===== config.mk =====
export PLATFORM = sky130hd
export DESIGN_NAME = serctl_slave
export DESIGN_NICKNAME = d
export VERILOG_FILES = /design/src/rtl/serctl_pkg.sv /design/src/rtl/serctl_sync.sv /design/src/rtl/serctl_cond.sv /design/src/rtl/serctl_engine.sv /design/src/rtl/serctl_regs.sv /design/src/rtl/serctl_slave.sv
export SDC_FILE = /design/constraint.sdc
export NUM_CORES = 1
export LEC_CHECK = 0
export ABC_AREA = 1
export BUFFER_PORTS_ARGS = -buffer_cell sky130_fd_sc_hd__buf_4
export CAP_MARGIN = 10
export CORE_ASPECT_RATIO = 1.4
export CORE_MARGIN = 2
export CORE_UTILIZATION = 32
export DETAILED_ROUTE_END_ITERATION = 8
export HOLD_SLACK_MARGIN = 0.08
export PLACE_DENSITY = 0.49
export SLEW_MARGIN = 20
export SYNTH_ARGS = -nofsm -noshare
export SYNTH_HDL_FRONTEND = slang
export SYNTH_HIERARCHICAL = 1
export SYNTH_SLANG_ARGS = --single-unit

===== constraint.sdc =====
create_clock -name clk -period 4.8 [get_ports clk]
set_clock_uncertainty 0.1 [all_clocks]
set_input_delay 0.96 -clock clk [delete_from_list [all_inputs] [get_ports clk]]
set_output_delay 0.96 -clock clk [all_outputs]
set_load 0.05 [all_outputs]

===== src/rtl/serctl_pkg.sv =====
// Package: shared types for the write-only serial control slave.
// Assumes: nothing beyond standard SystemVerilog.
package serctl_pkg;
    // Receive engine phase
    typedef enum logic [1:0] {
        PH_IDLE = 2'd0,   // waiting for a start condition
        PH_RX   = 2'd1,   // shifting in the bits of a byte
        PH_ACK  = 2'd2,   // driving the acknowledge slot
        PH_SKIP = 2'd3    // byte refused, ignore bus until next start
    } phase_t;

    localparam int unsigned HDR_BYTES = 3;  // address, command, count
endpackage


===== src/rtl/serctl_sync.sv =====
// Module: serctl_sync
// Brings asynchronous pins into the clk domain with a chain of flops per bit.
// Assumes: the bus idles high, so the flops reset to 1.
module serctl_sync #(
    parameter int unsigned W      = 2,
    parameter int unsigned STAGES = 2
) (
    input  logic         clk,
    input  logic         rst_n,
    input  logic [W-1:0] d_async,
    output logic [W-1:0] d_sync
);
    logic [W-1:0] chain [STAGES];

    generate
        for (genvar s = 0; s < STAGES; s++) begin : g_stage
            // Purpose: one synchronizer stage for all bits
            always_ff @(posedge clk) begin
                if (!rst_n) chain[s] <= '1;
                else if (s == 0) chain[s] <= d_async;
                else chain[s] <= chain[(s == 0) ? 0 : s - 1];
            end
        end
    endgenerate

    assign d_sync = chain[STAGES-1];
endmodule


===== src/rtl/serctl_cond.sv =====
// Module: serctl_cond
// Finds clock edges and start/stop conditions on synchronized bus lines.
// Assumes: inputs already synchronized; bus idle level is high.
module serctl_cond (
    input  logic clk,
    input  logic rst_n,
    input  logic scl_s,
    input  logic sda_s,
    output logic scl_rise,
    output logic scl_fall,
    output logic start_c,
    output logic stop_c
);
    logic scl_p, sda_p;

    // Purpose: hold previous line levels for edge detection
    always_ff @(posedge clk) begin
        if (!rst_n) begin
            scl_p <= 1'b1;
            sda_p <= 1'b1;
        end else begin
            scl_p <= scl_s;
            sda_p <= sda_s;
        end
    end

    // Purpose: decode edges and bus conditions
    always_comb begin
        scl_rise = scl_s & ~scl_p;
        scl_fall = ~scl_s & scl_p;
        start_c  = scl_s & scl_p & sda_p & ~sda_s;
        stop_c   = scl_s & scl_p & ~sda_p & sda_s;
    end
endmodule


===== src/rtl/serctl_engine.sv =====
// Module: serctl_engine
// Byte receiver: matches the address, discards two header bytes, issues
// register writes for the data bytes and drives the acknowledge enable.
// Assumes: one-cycle condition pulses from serctl_cond.
module serctl_engine
    import serctl_pkg::*;
#(
    parameter int unsigned NREG     = 10,
    parameter logic [7:0]  DEV_BYTE = 8'hD2,
    localparam int unsigned IDXW    = $clog2(NREG + HDR_BYTES + 1),
    localparam int unsigned AW      = (NREG > 1) ? $clog2(NREG) : 1
) (
    input  logic          clk,
    input  logic          rst_n,
    input  logic          sda_s,
    input  logic          scl_rise,
    input  logic          scl_fall,
    input  logic          start_c,
    input  logic          stop_c,
    output logic          sda_oe,
    output logic          wr_en,
    output logic [AW-1:0] wr_addr,
    output logic [7:0]    wr_data
);
    localparam logic [IDXW-1:0] IDX_MAX = IDXW'(NREG + HDR_BYTES);
    localparam logic [IDXW-1:0] IDX_HDR = IDXW'(HDR_BYTES);

    phase_t          phase;
    logic [3:0]      bit_cnt;
    logic [IDXW-1:0] byte_idx;
    logic [7:0]      shreg;
    logic [IDXW-1:0] data_idx;
    logic            byte_done;
    logic            take;

    // Purpose: classify the completed byte and form the write strobe
    always_comb begin
        data_idx  = byte_idx - IDX_HDR;
        byte_done = (phase == PH_RX) && scl_fall && (bit_cnt == 4'd8)
                    && !start_c && !stop_c;
        if (byte_idx == '0)          take = (shreg == DEV_BYTE);
        else if (byte_idx < IDX_HDR) take = 1'b1;
        else                         take = (data_idx < IDXW'(NREG));
        wr_en   = byte_done && (byte_idx >= IDX_HDR) && take;
        wr_addr = AW'(data_idx);
        wr_data = shreg;
    end

    // Purpose: receive phase, bit/byte counting and acknowledge drive
    always_ff @(posedge clk) begin
        if (!rst_n) begin
            phase    <= PH_IDLE;
            bit_cnt  <= '0;
            byte_idx <= '0;
            shreg    <= '0;
            sda_oe   <= 1'b0;
        end else if (start_c) begin
            phase    <= PH_RX;
            bit_cnt  <= '0;
            byte_idx <= '0;
            sda_oe   <= 1'b0;
        end else if (stop_c) begin
            phase  <= PH_IDLE;
            sda_oe <= 1'b0;
        end else begin
            case (phase)
                PH_RX: begin
                    if (scl_rise && bit_cnt != 4'd8) begin
                        shreg   <= {shreg[6:0], sda_s};
                        bit_cnt <= bit_cnt + 4'd1;
                    end else if (byte_done) begin
                        if (take) begin
                            sda_oe <= 1'b1;
                            phase  <= PH_ACK;
                        end else begin
                            phase <= PH_SKIP;
                        end
                    end
                end
                PH_ACK: begin
                    if (scl_fall) begin
                        sda_oe  <= 1'b0;
                        phase   <= PH_RX;
                        bit_cnt <= '0;
                        if (byte_idx != IDX_MAX) byte_idx <= byte_idx + 1'b1;
                    end
                end
                default: ;
            endcase
        end
    end


    ack_after_fall_chk: assert property (@(posedge clk) disable iff (!rst_n)
        $rose(sda_oe) |-> $past(scl_fall));

    skip_silent_chk: assert property (@(posedge clk) disable iff (!rst_n)
        (phase == PH_SKIP) |-> !sda_oe);

    start_clears_chk: assert property (@(posedge clk) disable iff (!rst_n)
        start_c |=> (bit_cnt == 4'd0 && byte_idx == '0 && !sda_oe));

    stop_idles_chk: assert property (@(posedge clk) disable iff (!rst_n)
        stop_c |=> (phase == PH_IDLE && !sda_oe));

    write_in_range_chk: assert property (@(posedge clk) disable iff (!rst_n)
        wr_en |-> (wr_addr < AW'(NREG)));
endmodule


===== src/rtl/serctl_regs.sv =====
// Module: serctl_regs
// Control register bank with power-on defaults and power-down output mask.
// Assumes: at most one write per cycle; pwr_dn never touches storage.
module serctl_regs #(
    parameter int unsigned         NREG    = 10,
    parameter logic [NREG*8-1:0]   RST_VAL = {NREG{8'hFF}},
    localparam int unsigned        AW      = (NREG > 1) ? $clog2(NREG) : 1
) (
    input  logic              clk,
    input  logic              rst_n,
    input  logic              pwr_dn,
    input  logic              wr_en,
    input  logic [AW-1:0]     wr_addr,
    input  logic [7:0]        wr_data,
    output logic [NREG*8-1:0] ctrl_q
);
    logic [7:0] regs [NREG];

    // Purpose: power-on defaults and sequential byte writes
    always_ff @(posedge clk) begin
        if (!rst_n) begin
            for (int i = 0; i < NREG; i++) regs[i] <= RST_VAL[i*8 +: 8];
        end else if (wr_en) begin
            regs[wr_addr] <= wr_data;
        end
    end

    generate
        for (genvar g = 0; g < NREG; g++) begin : g_out
            assign ctrl_q[g*8 +: 8] = pwr_dn ? 8'h00 : regs[g];


            reg_hold_chk: assert property (@(posedge clk) disable iff (!rst_n)
                !(wr_en && wr_addr == AW'(g)) |=> $stable(regs[g]));
        end
    endgenerate
endmodule


===== src/rtl/serctl_slave.sv =====
// Module: serctl_slave (top)
// Write-only two-wire slave loading a bank of control registers.
// Assumes: clk runs at least several times faster than the serial clock;
// the data pad is open-drain and sda_oe pulls it low.
module serctl_slave #(
    parameter int unsigned       NREG     = 10,
    parameter logic [7:0]        DEV_BYTE = 8'hD2,
    parameter logic [NREG*8-1:0] RST_VAL  = {NREG{8'hFF}},
    parameter int unsigned       STAGES   = 2,
    localparam int unsigned      AW       = (NREG > 1) ? $clog2(NREG) : 1
) (
    input  logic              clk,
    input  logic              rst_n,
    input  logic              pwr_dn,
    input  logic              scl_in,
    input  logic              sda_in,
    output logic              sda_oe,
    output logic [NREG*8-1:0] ctrl_q
);
    logic [1:0]    pins_s;
    logic          scl_rise, scl_fall, start_c, stop_c;
    logic          wr_en;
    logic [AW-1:0] wr_addr;
    logic [7:0]    wr_data;

    serctl_sync #(.W(2), .STAGES(STAGES)) u_sync (
        .clk(clk), .rst_n(rst_n),
        .d_async({scl_in, sda_in}), .d_sync(pins_s)
    );

    serctl_cond u_cond (
        .clk(clk), .rst_n(rst_n),
        .scl_s(pins_s[1]), .sda_s(pins_s[0]),
        .scl_rise(scl_rise), .scl_fall(scl_fall),
        .start_c(start_c), .stop_c(stop_c)
    );

    serctl_engine #(.NREG(NREG), .DEV_BYTE(DEV_BYTE)) u_eng (
        .clk(clk), .rst_n(rst_n), .sda_s(pins_s[0]),
        .scl_rise(scl_rise), .scl_fall(scl_fall),
        .start_c(start_c), .stop_c(stop_c),
        .sda_oe(sda_oe), .wr_en(wr_en), .wr_addr(wr_addr), .wr_data(wr_data)
    );

    serctl_regs #(.NREG(NREG), .RST_VAL(RST_VAL)) u_regs (
        .clk(clk), .rst_n(rst_n), .pwr_dn(pwr_dn),
        .wr_en(wr_en), .wr_addr(wr_addr), .wr_data(wr_data),
        .ctrl_q(ctrl_q)
    );
endmodule


==> results of run 1 <==
[routing by layer]
| metal | global-route usage | part of all wire |
|---|---|---|
| met4 | 0.0542 | 0.015 |
| met3 | 0.0142 | 0.040 |
| met1 | 0.175 | 0.42 |
| met5 | 0 | 0 |
| met2 | 0.249 | 0.52 |
[cells by family after synthesis]
| group | Yosys count | synth area share |
|---|---|---|
| flip-flops | 105 | 0.580 |
| buffers and inverters | 142 | 0.114 |
| AND/OR/NAND/NOR | 271 | 0.247 |
| AO/OA/AOI/OAI | 33 | 0.0395 |
| adder cells (fa/ha/maj) | 7 | 0.0175 |
| XOR/XNOR | 1 | 0.00175 |
[critical path, cell delays in order (launching register included)]
cell and delay, ns:
dfxtp_1 0.44, inv_1 0.14, ha_1 0.39, nand3b_1 0.20
nand3_2 0.09, nand2_2 0.05, nand2_2 0.07, nand2_2 0.06
a21oi_1 0.26, nand2_1 0.41, nor3_4 0.74, nand2_1 0.10
nand2_1 0.32
[power by group through the flow]
stage / Clock, W / Combinational, W / Sequential, W
2_1_floorplan: 0 / 0.000189 / 0.00104
3_3_place_gp: 0 / 0.000262 / 0.00105
3_5_place_dp: 0 / 0.000264 / 0.00105
4_1_cts: 0.000761 / 0.000264 / 0.00103
5_1_grt: 0.000792 / 0.000279 / 0.00103
6_report: 0.000743 / 0.000261 / 0.00102
[Yosys cell counts, drive strengths merged]
| library cell | count |
|---|---|
| o21ai | 8 |
| a21oi | 20 |
| a21boi | 1 |
| buf | 12 |
| nor2 | 112 |
| clkbuf | 10 |
| ha | 7 |
| nor3 | 4 |
| o21a | 1 |
| edfxtp | 80 |
| a31oi | 2 |
| nand3b | 2 |
| dfxtp | 25 |
| nand2 | 64 |
| xor2 | 1 |
| nand4 | 3 |
| a211oi | 1 |
| inv | 120 |
| nand3 | 86 |
[how the worst max path moves through the flow]
stage                                   startpoint  cells after the start  slack, ns                              end
floorplan                                   pwr_dn                      3       1.75                        ctrl_q[0]
global placement    u_eng/byte_idx[0]$_SDFFE_PP0P_                     12       1.27  u_regs/regs[0][5]$_SDFFCE_PN1P_
detailed placement  u_eng/byte_idx[0]$_SDFFE_PP0P_                     12       1.12  u_regs/regs[0][4]$_SDFFCE_PN1P_
CTS                 u_eng/byte_idx[0]$_SDFFE_PP0P_                     12       1.10  u_regs/regs[0][1]$_SDFFCE_PN1P_
global route        u_eng/byte_idx[0]$_SDFFE_PP0P_                     12       0.70  u_regs/regs[0][1]$_SDFFCE_PN1P_
finish              u_eng/byte_idx[0]$_SDFFE_PP0P_                     12       1.11  u_regs/regs[0][1]$_SDFFCE_PN1P_
[state kept, by name, summed over array words and instances, names as in the netlist]
signal	flops
u_eng/byte_idx	4
u_regs/regs	80
u_eng/bit_cnt	4
u_eng/phase	2
u_sync/chain	4
u_eng/sda_oe	1
u_cond/scl_p	1
u_cond/sda_p	1
u_eng/wr_data	8
[metrics by stage]
| step | instances | hold WS (ns) | utilization | instance area, sq um | power, W |
|---|---|---|---|---|---|
| 2_1_floorplan | 559 | 0.280 | - | 5010 | 0.00123 |
| 3_3_place_gp | 823 | 0.296 | 0.375 | 5800 | 0.00131 |
| 3_5_place_dp | 823 | 0.294 | 0.375 | 5800 | 0.00131 |
| 4_1_cts | 839 | 0.312 | 0.395 | 6110 | 0.00205 |
| 5_1_grt | 839 | 0.327 | 0.395 | 6110 | 0.00210 |
| 6_report | 839 | 0.306 | 0.395 | 6110 | 0.00203 |
[layout make-up]
| class | count | area [sq um] | share of cell area |
|---|---|---|---|
| well taps | 196 | 245 | 0.0402 |
| multi-input cells | 312 | 1530 | 0.251 |
| clock inverters | 7 | 77.6 | 0.0127 |
| repair buffers | 90 | 676 | 0.111 |
| flip-flops and latches | 105 | 2900 | 0.475 |
| clock buffers | 9 | 225 | 0.0369 |
| inverters | 120 | 450 | 0.0738 |
==> impl_results.md, run 1 <==
- Net switching power figure: 0.000543 W
- Cell accounting for the most synthesized area: edfxtp_1
- Power per cell area: 332 nW/um^2
- Final hold vios: 0
- All-Layer GR Usage: 0.141
- Worst setup EP type: register
- Reg-to-Reg End: u_regs/regs[0][1]$_SDFFCE_PN1P_
- Combinational Power Share: 0.129
- Synth Register Bits: 105
- Pre-CTS setup slack: 1.12 ns
- Fin crit period: 3.69 ns
- Status: complete, no violations
- Die area: roughly 17000 sq um
- Pleak: roughly 2.7 nW
- Core area: 15500 sq um
- Syn nets: 571
- Final HPWL DP: 8240 microns
- Setup CP Type: register to register
- Final GP Congestion: 0.809
- Number of vias per cell: approximately 4.6
- Drt total wl: 11500 microns
- Worst Path Required: 4.71 ns
- Site row count: 54
- Syn Inst Count: 559
- Grt ovf: 0
- Number of diodes: 0
- Final count of negative-setup-slack endpoints: 0
- Hold path start: u_sync/chain[0][0]$_SDFF_PN1_
- Reg2reg setup slack: 1.11 ns
- Commonest non-fill, non-tap cell in the layout: inv_1
- Launch point of the worst reg-to-reg path: u_eng/byte_idx[0]$_SDFFE_PP0P_
- Type of the worst min-delay path: register to register
- Drt drc: 0
- Crit Path Max Fanout: 23
- Number of global-route vias before repair: 3587
- Setup bufs post-CTS: 0
- Register share of total power: 0.505
- Hold path cells: 2
- Worst r2r path cells: 12
- Chip height: 152 microns
- Sequential area share after synthesis: 0.580
- Final WS setup: 1.11 ns
- Total CTS buffers: 9
- Clk root buf: clkbuf_16
- Average wire per standard cell: 13.7 microns
- Die Wd: around 110 microns
- Synth warn: 6
- Commonest non-fill, non-tap cells in the layout: inv_1, nor2_1, buf_4
- H-tree levels: 3
- Longest Clk Path Bufs: 2
- RSZ-0062 raised after global routing: false
- Synth Cell Area: ~5000 sq um
- Maximum vdd ir drop: 0.154 mV
- First-pass GRT wire length: 18100 microns
- Avg Synthesized Cell Area: 8.96 sq um
- Largest cells by area after synthesis: edfxtp_1, dfxtp_1, inv_1
- Peak Freq: 0.271 GHz
- I/O Pins: between 80 and 90
- Initial Util: 0.324
- Nets: between 600 and 700
- Post-route setup TNS: 0 ns
- Yosys cell types: 30
- Tcrit/Tclk final: 0.769
- Area share of the largest cell type after synthesis: 0.480
- Worst path arrival time: 3.60 ns
- CTS tree: built
- Area Growth Syn to Fin: 22.0%
- Initial antenna violation count: 0
- I/O Buffers: 85
- Maxcap violations: 0
- Pre-Repair DR Iteration Count: 4
- ANT nets after route: 0
- CTS Hold Buffers Added: 0
- DRT iter0 DRCs: 267
- Vias: ~3800
- Hold Path Sink: u_sync/chain[1][0]$_SDFF_PN1_
- Crit start category: register
- Internal: 0.00149 W
- Share of cells above drive strength 1: 0.210
- Worst-path clk slew: roughly 0.070 ns
- Sw Share: 0.267
- Clk pwr share: 0.366
- Sink Count: 105
- Worst slew pin tran: 0.798 ns
- Clock latency on the worst-skew pair: 0.34 ns
- Relative slew slack: 0.466
- Fill count: ~1600
- PostCTS Resize Cnt: 0
- Pin count of the biggest net entering global routing: 81
- Fin. max-slew vios: 0
(Power assumes the default switching activity.)
==> run 2, diff against run 1 <==
--- a/config.mk
+++ b/config.mk
@@ -13,7 +13,7 @@
 export CORE_UTILIZATION = 32
 export DETAILED_ROUTE_END_ITERATION = 8
 export HOLD_SLACK_MARGIN = 0.08
-export PLACE_DENSITY = 0.49
+export PLACE_DENSITY = 0.51
 export SLEW_MARGIN = 20
 export SYNTH_ARGS = -nofsm -noshare
 export SYNTH_HDL_FRONTEND = slang
==> constraint.sdc (replaced) <==
create_clock -name clk -period 3 [get_ports clk]
set_clock_uncertainty 0.1 [all_clocks]
set_input_delay 0.6 -clock clk [delete_from_list [all_inputs] [get_ports clk]]
set_output_delay 0.6 -clock clk [all_outputs]
set_load 0.05 [all_outputs]
==> run 2 against run 1 <==
- power grew 54%
- non-clock buffer count rose by 22
- via count grew 3.3%
- largest cell class unchanged
- largest power group unchanged
==> impl_results.md, run 2 (synthesis gave the netlist of run 1 again) <==
- Most frequent cell on the critical path: nand2_2
- CTS tree: built
- Commonest non-fill, non-tap cells in the layout: inv_1, buf_4, nor2_1
- Fin crit period: 2.75 ns
- Initial antenna violation count: 0
- Hold Path Sink: u_sync/chain[1][0]$_SDFF_PN1_
- Internal: 0.00229 W
- Drt drc: 0
- Core area: 15500 sq um
- Chip height: around 150 microns
- Register share of total power: 0.524
- Met2 wire length: 6300 microns
- CP max stage delay: between 0.3 and 0.4 ns
- Final GP Congestion: 0.747
- I/O Buffers: 85
- Share of cells above drive strength 1: 0.252
- Sink Count: between 100 and 150
- Power per cell area: ~500 nW/um^2
- Fin. max-slew vios: 0
- Longest Clk Path Bufs: 2
- Crit start category: register
- Setup bufs post-CTS: 0
- Grt ovf: 0
- Die Wd: about 110 microns
- Vias: 3946
- WHS: 0.300 ns
- Worst path arrival time: 2.69 ns
- Crit path launch: u_eng/byte_idx[0]$_SDFFE_PP0P_
- Max reg flops: 80
- M1 wire length: 4460 microns
- Initial Util: 0.324
- Worst-path clk slew: ~0.070 ns
- Site row count: 54
- Worst setup EP type: register
- Final hold vios: 0
- Number of vias per cell: 4.59
- Sw Share: 0.269
- Maxcap violations: 0
- Reg-to-Reg End: u_regs/regs[3][1]$_SDFFCE_PN1P_
- Post-route setup TNS: 0 ns
- Slowest CP cell: dfxtp_2
- Pre-Repair DR Iteration Count: 4
- Number of global-route vias before repair: 3873
- Bufs and invs on worst path: 2
- Launch point of the worst reg-to-reg path: u_eng/byte_idx[0]$_SDFFE_PP0P_
- Max layer used: met4
- Peak Freq: 0.364 GHz
- Hold path cells: 2
- ANT nets after route: 0
- CTS Hold Buffers Added: 0
- Reg2reg setup slack: roughly 0.25 ns
- CP Cell Sequence: inv_1 -> ha_1 -> nand3b_1 -> nand3_2 -> nand2_2 -> nand2_2 -> nand2_2 -> a21oi_1 -> nand2_2 -> nor3_4 -> buf_4 -> nand2_1 -> nand2_2
- Relative slew slack: 0.659
- Setup CP Type: register to register
- Worst slew pin tran: 0.512 ns
- Hold path start: u_sync/chain[0][0]$_SDFF_PN1_
- Biggest register: u_regs/regs
- Nets: 672
- Tcrit/Tclk final: 0.916
- RSZ-0062 raised after global routing: false
- Type of the worst min-delay path: register to register
- Maximum vdd ir drop: 0.230 mV
- Crit Path Max Fanout: 9
- First-pass GRT wire length: 18300 microns
- Status: complete, no violations
- Clk pwr share: 0.341
- All-Layer GR Usage: 0.143
- Number of diodes: 0
- Pin count of the biggest net entering global routing: 42
- Worst Path Required: 2.94 ns
- Final HPWL DP: ~8600 microns
- Clk root buf: clkbuf_16
- DRT iter0 DRCs: 166
- Worst r2r path cells: 13
- Average wire per standard cell: 13.4 microns
- H-tree levels: 3
- I/O Pins: 86
- Commonest non-fill, non-tap cell in the layout: inv_1
- Net switching power figure: 0.000843 W
- Pleak: 2.81 nW
- Drt total wl: ~12000 microns
- Total CTS buffers: 9
- Die area: 16700 sq um
- Combinational Power Share: 0.135
- Area Growth Syn to Fin: 26.3%
- Routed length on met3: 468 microns
- Final count of negative-setup-slack endpoints: 0
- Clock latency on the worst-skew pair: 0.34 ns
- Critical path's top delay family: simple AND/OR/NAND/NOR gates
## run 2: cell types whose count changed in the layout (fill, tap and decap cells not counted), sizes merged
cell,change
clkinv,+2
inv,-2
bufinv,-1
buf,+22
## run 2: worst max-delay path by stage
stage / end / slack (ns) / cells after the start
detailed placement: u_regs/regs[0][2]$_SDFFCE_PN1P_ / 0.07 / 13
finish: u_regs/regs[3][1]$_SDFFCE_PN1P_ / 0.25 / 13
floorplan: u_regs/regs[0][0]$_SDFFCE_PN1P_ / 0.21 / 13
CTS: u_regs/regs[0][0]$_SDFFCE_PN1P_ / 0.04 / 13
global route: u_regs/regs[0][4]$_SDFFCE_PN1P_ / 0.06 / 13
global placement: u_regs/regs[0][1]$_SDFFCE_PN1P_ / 0.19 / 13
## run 2: power by group through the flow
stage                     Sequential [W]  Combinational (W)  Clock [W]
final                            0.00164           0.000424    0.00107
after global routing             0.00165           0.000453    0.00115
after CTS                        0.00164           0.000426    0.00110
after detailed placement         0.00167           0.000426          0
after global placement           0.00167           0.000422          0
after floorplan                  0.00166           0.000302          0
## run 2: layout make-up
class | count | area [sq um]
inverters | 120 | 450
multi-input cells | 312 | 1560
flip-flops and latches | 105 | 2900
clock buffers | 9 | 225
repair buffers | 112 | 891
well taps | 196 | 245
clock inverters | 6 | 45.0
fillers | 1541 | 9150
## run 2: what timing repair did
item / CTS / global route
endpoints found under the hold margin: 0 / 0
endpoints found under the setup margin: 0 / 73
resized for setup: 0 / 12
## run 2: per-layer routing
metal | vias up | GRT usage
li1 | 1968 | -
met1 | 1855 | 0.147
met2 | 99 | 0.273
met3 | 24 | 0.0313
met4 | 0 | 0.0524
met5 | - | 0
## run 2: tightest hold or removal path, delay by kind of cell, from the launching register on
family | cells | cell delay (ns)
buf+inv | 1 | 0.03
simple gates | 1 | 0.04
flops | 1 | 0.31
## run 2: through the flow
step | util | setup slack [ns] | total power (W) | cell area, sq um | instances
2_1_floorplan | - | 0.211 | 0.00196 | 5010 | 559
3_5_place_dp | 0.389 | 0.0679 | 0.00210 | 6020 | 845
4_1_cts | 0.407 | 0.0422 | 0.00317 | 6290 | 860
6_report | 0.409 | 0.252 | 0.00313 | 6320 | 860
3_3_place_gp | 0.389 | 0.189 | 0.00209 | 6020 | 845
5_1_grt | 0.409 | 0.0568 | 0.00325 | 6320 | 860
==> run 3, diff against run 2 <==
--- a/config.mk
+++ b/config.mk
@@ -6,14 +6,14 @@
 export NUM_CORES = 1
 export LEC_CHECK = 0
 export ABC_AREA = 1
-export BUFFER_PORTS_ARGS = -buffer_cell sky130_fd_sc_hd__buf_4
+export BUFFER_PORTS_ARGS = -buffer_cell sky130_fd_sc_hd__buf_2
 export CAP_MARGIN = 10
 export CORE_ASPECT_RATIO = 1.4
 export CORE_MARGIN = 2
-export CORE_UTILIZATION = 32
+export CORE_UTILIZATION = 45
 export DETAILED_ROUTE_END_ITERATION = 8
 export HOLD_SLACK_MARGIN = 0.08
-export PLACE_DENSITY = 0.51
+export PLACE_DENSITY = 0.68
 export SLEW_MARGIN = 20
 export SYNTH_ARGS = -nofsm -noshare
 export SYNTH_HDL_FRONTEND = slang
==> run 3 against run 2 <==
- flip-flop and latch count unchanged
- core utilization up 15 points
- wire length down 13%
- first-iteration DRC count up 31%
- global-route usage up 3.0 points
- cell count down 6.3%
- critical path depth unchanged
- die area down 28%
- via count down 1.3%
- register-to-register slack better by 0.03 ns
- clock-buffer cell count unchanged
- critical path type unchanged
- largest power group unchanged
==> impl_results.md, run 3 (synthesis gave the netlist of run 1 again) <==
- Setup CP Type: register to register
- Crit start category: register
- Number of diodes: 0
- Grt ovf: 0
- Worst setup EP type: register
- Worst r2r path cells: 13
- Final hold vios: 0
- Tcrit/Tclk final: 0.906
- Drt total wl: 10100 microns
- Fin cells: 806
- Worst-path clk slew: 0.07 ns
- Power per cell area: 534 nW/um^2
- RSZ-0062 raised after global routing: false
- Vias: 3895
- DRT iter0 DRCs: around 220
- Final HPWL DP: 7380 microns
- Number of global-route vias before repair: 3576
- Commonest non-fill, non-tap cell in the layout: inv_1
- Nets: between 600 and 700
- Type of the worst min-delay path: register to register
- CP max stage delay: 0.44 ns
- Fin crit period: 2.72 ns
- Maximum vdd ir drop: 0.311 mV
- Area Growth Syn to Fin: 20.4%
- Reg-to-Reg End: u_regs/regs[3][7]$_SDFFCE_PN1P_
- Biggest register: u_regs/regs
- Launch point of the worst reg-to-reg path: u_eng/byte_idx[0]$_SDFFE_PP0P_
- Final GP Congestion: 0.881
- Fin. max-slew vios: 0
- Pin count of the biggest net entering global routing: 81
- Post-Place Cells: 789
- First-pass GRT wire length: approximately 16000 microns
- Initial Util: 0.461
- Power Total: 0.00322 W
- Drt drc: 0
- Number of vias per cell: 4.83
- Status: complete, no violations
- Die area: approximately 12000 sq um
- Reg2reg setup slack: roughly 0.28 ns
- Die Wd: 93.1 microns
- Post-route setup TNS: 0 ns
- Pleak: roughly 2.8 nW
- Sink Count: 105
- Worst slew pin tran: 0.668 ns
- Worst Path Required: 2.95 ns
- H-tree levels: 3
- Clock latency on the worst-skew pair: 0.34 ns
- Initial antenna violation count: 0
- Commonest non-fill, non-tap cells in the layout: inv_1, nor2_1, nand3_1
- Clk root buf: clkbuf_16
- Bufs and invs on worst path: 2
- Max reg flops: 80
- Critical path's top delay family: simple AND/OR/NAND/NOR gates
- CP Cell Sequence: inv_1 -> ha_1 -> nand3b_1 -> nand3_2 -> nand2_2 -> nand2_2 -> nand2_2 -> a21oi_2 -> nand2_2 -> nor3_4 -> buf_4 -> nand2_1 -> nand2_2
- Average wire per standard cell: 12.5 microns
- Chip height: 129 microns
- Total CTS buffers: 9
- Final count of negative-setup-slack endpoints: 0
- Longest Clk Path Bufs: 2
- Most frequent cell on the critical path: nand2_2
- Pre-Repair DR Iteration Count: 5
- Maxcap violations: 0
- Site row count: 45
- Hold path cells: 2
- CTS Hold Buffers Added: 0
- ANT nets after route: 0
- Share of cells above drive strength 1: 0.245
- I/O Buffers: 85
- Core area: 10900 sq um
- Peak Freq: around 0.37 GHz
- Crit Path Max Fanout: 8
- Hold Path Sink: u_sync/chain[1][1]$_SDFF_PN1_
- Slowest CP cell: dfxtp_1
- Hold path start: u_sync/chain[0][1]$_SDFF_PN1_
- Worst path arrival time: 2.66 ns
- I/O Pins: between 80 and 90
- Relative slew slack: 0.554
- CTS tree: built
- All-Layer GR Usage: 0.172
-- run 3: changes by cell type in the layout (fill, tap and decap cells not counted), sizes merged --
| cell | delta |
|---|---|
| inv | +2 |
| clkinvlp | -2 |
| bufinv | +1 |
-- run 3: area by class of cell --
| class | instances | area, sq um |
|---|---|---|
| clock inverter | 7 | 87.6 |
| sequential | 105 | 2900 |
| timing repair buffer | 112 | 631 |
| clock buffer | 9 | 225 |
| multi-input combinational | 312 | 1560 |
| tap | 141 | 176 |
| fill | 952 | 4840 |
| inverter | 120 | 450 |
-- run 3: metrics by stage --
stage / cell area, sq um / hold WS [ns] / setup slack, ns / util
floorplan: 5010 / 0.280 / 0.211 / -
CTS: 5990 / 0.312 / 0.104 / 0.552
finish: 6030 / 0.307 / 0.281 / 0.555
global route: 6030 / 0.317 / 0.0739 / 0.555
detailed placement: 5680 / 0.294 / 0.124 / 0.523
global placement: 5680 / 0.284 / 0.247 / 0.523
-- run 3: report_power, final --
group	internal (W)	switching, W	leakage (nW)	total (W)
combinational	0.0000724	0.000305	1.63	0.000377
clock	0.000666	0.000536	0.154	0.00120
sequential	0.00162	0.0000220	1.01	0.00164
-- run 3: worst max-delay path by stage --
stage | startpoint | endpoint | slack (ns) | depth (start not counted)
final | u_eng/byte_idx[0]$_SDFFE_PP0P_ | u_regs/regs[3][7]$_SDFFCE_PN1P_ | 0.28 | 13
after global routing | u_eng/byte_idx[0]$_SDFFE_PP0P_ | u_regs/regs[3][7]$_SDFFCE_PN1P_ | 0.07 | 13
after CTS | u_eng/byte_idx[0]$_SDFFE_PP0P_ | u_regs/regs[4][3]$_SDFFCE_PN1P_ | 0.10 | 12
after detailed placement | u_eng/byte_idx[0]$_SDFFE_PP0P_ | u_regs/regs[4][3]$_SDFFCE_PN1P_ | 0.12 | 12
after global placement | u_eng/byte_idx[0]$_SDFFE_PP0P_ | u_regs/regs[0][2]$_SDFFCE_PN1P_ | 0.25 | 12
after floorplan | u_eng/byte_idx[0]$_SDFFE_PP0P_ | u_regs/regs[0][0]$_SDFFCE_PN1P_ | 0.21 | 13
-- run 3: repair_timing --
action | 4_1_cts | 5_1_grt
setup endpoints to repair | 0 | 90
resized for setup | 0 | 7
setup buffers | 0 | 1
-- run 3: worst register-to-register path: stages, from the launching register on --
cell	delay [ns]
dfxtp_1	0.44
inv_1	0.10
ha_1	0.31
nand3b_1	0.17
nand3_2	0.09
nand2_2	0.05
nand2_2	0.07
nand2_2	0.06
a21oi_2	0.19
nand2_2	0.16
nor3_4	0.28
buf_4	0.17
nand2_1	0.06
nand2_2	0.17
-- run 3: routing by layer --
metal	wire, microns	vias up	part of all wire	track usage
met3	527	15	0.052	0.0351
met4	184	0	0.018	0.0692
met5	0	-	0	0
met2	5250	108	0.52	0.314
li1	-	1974	-	-
met1	4100	1798	0.41	0.197
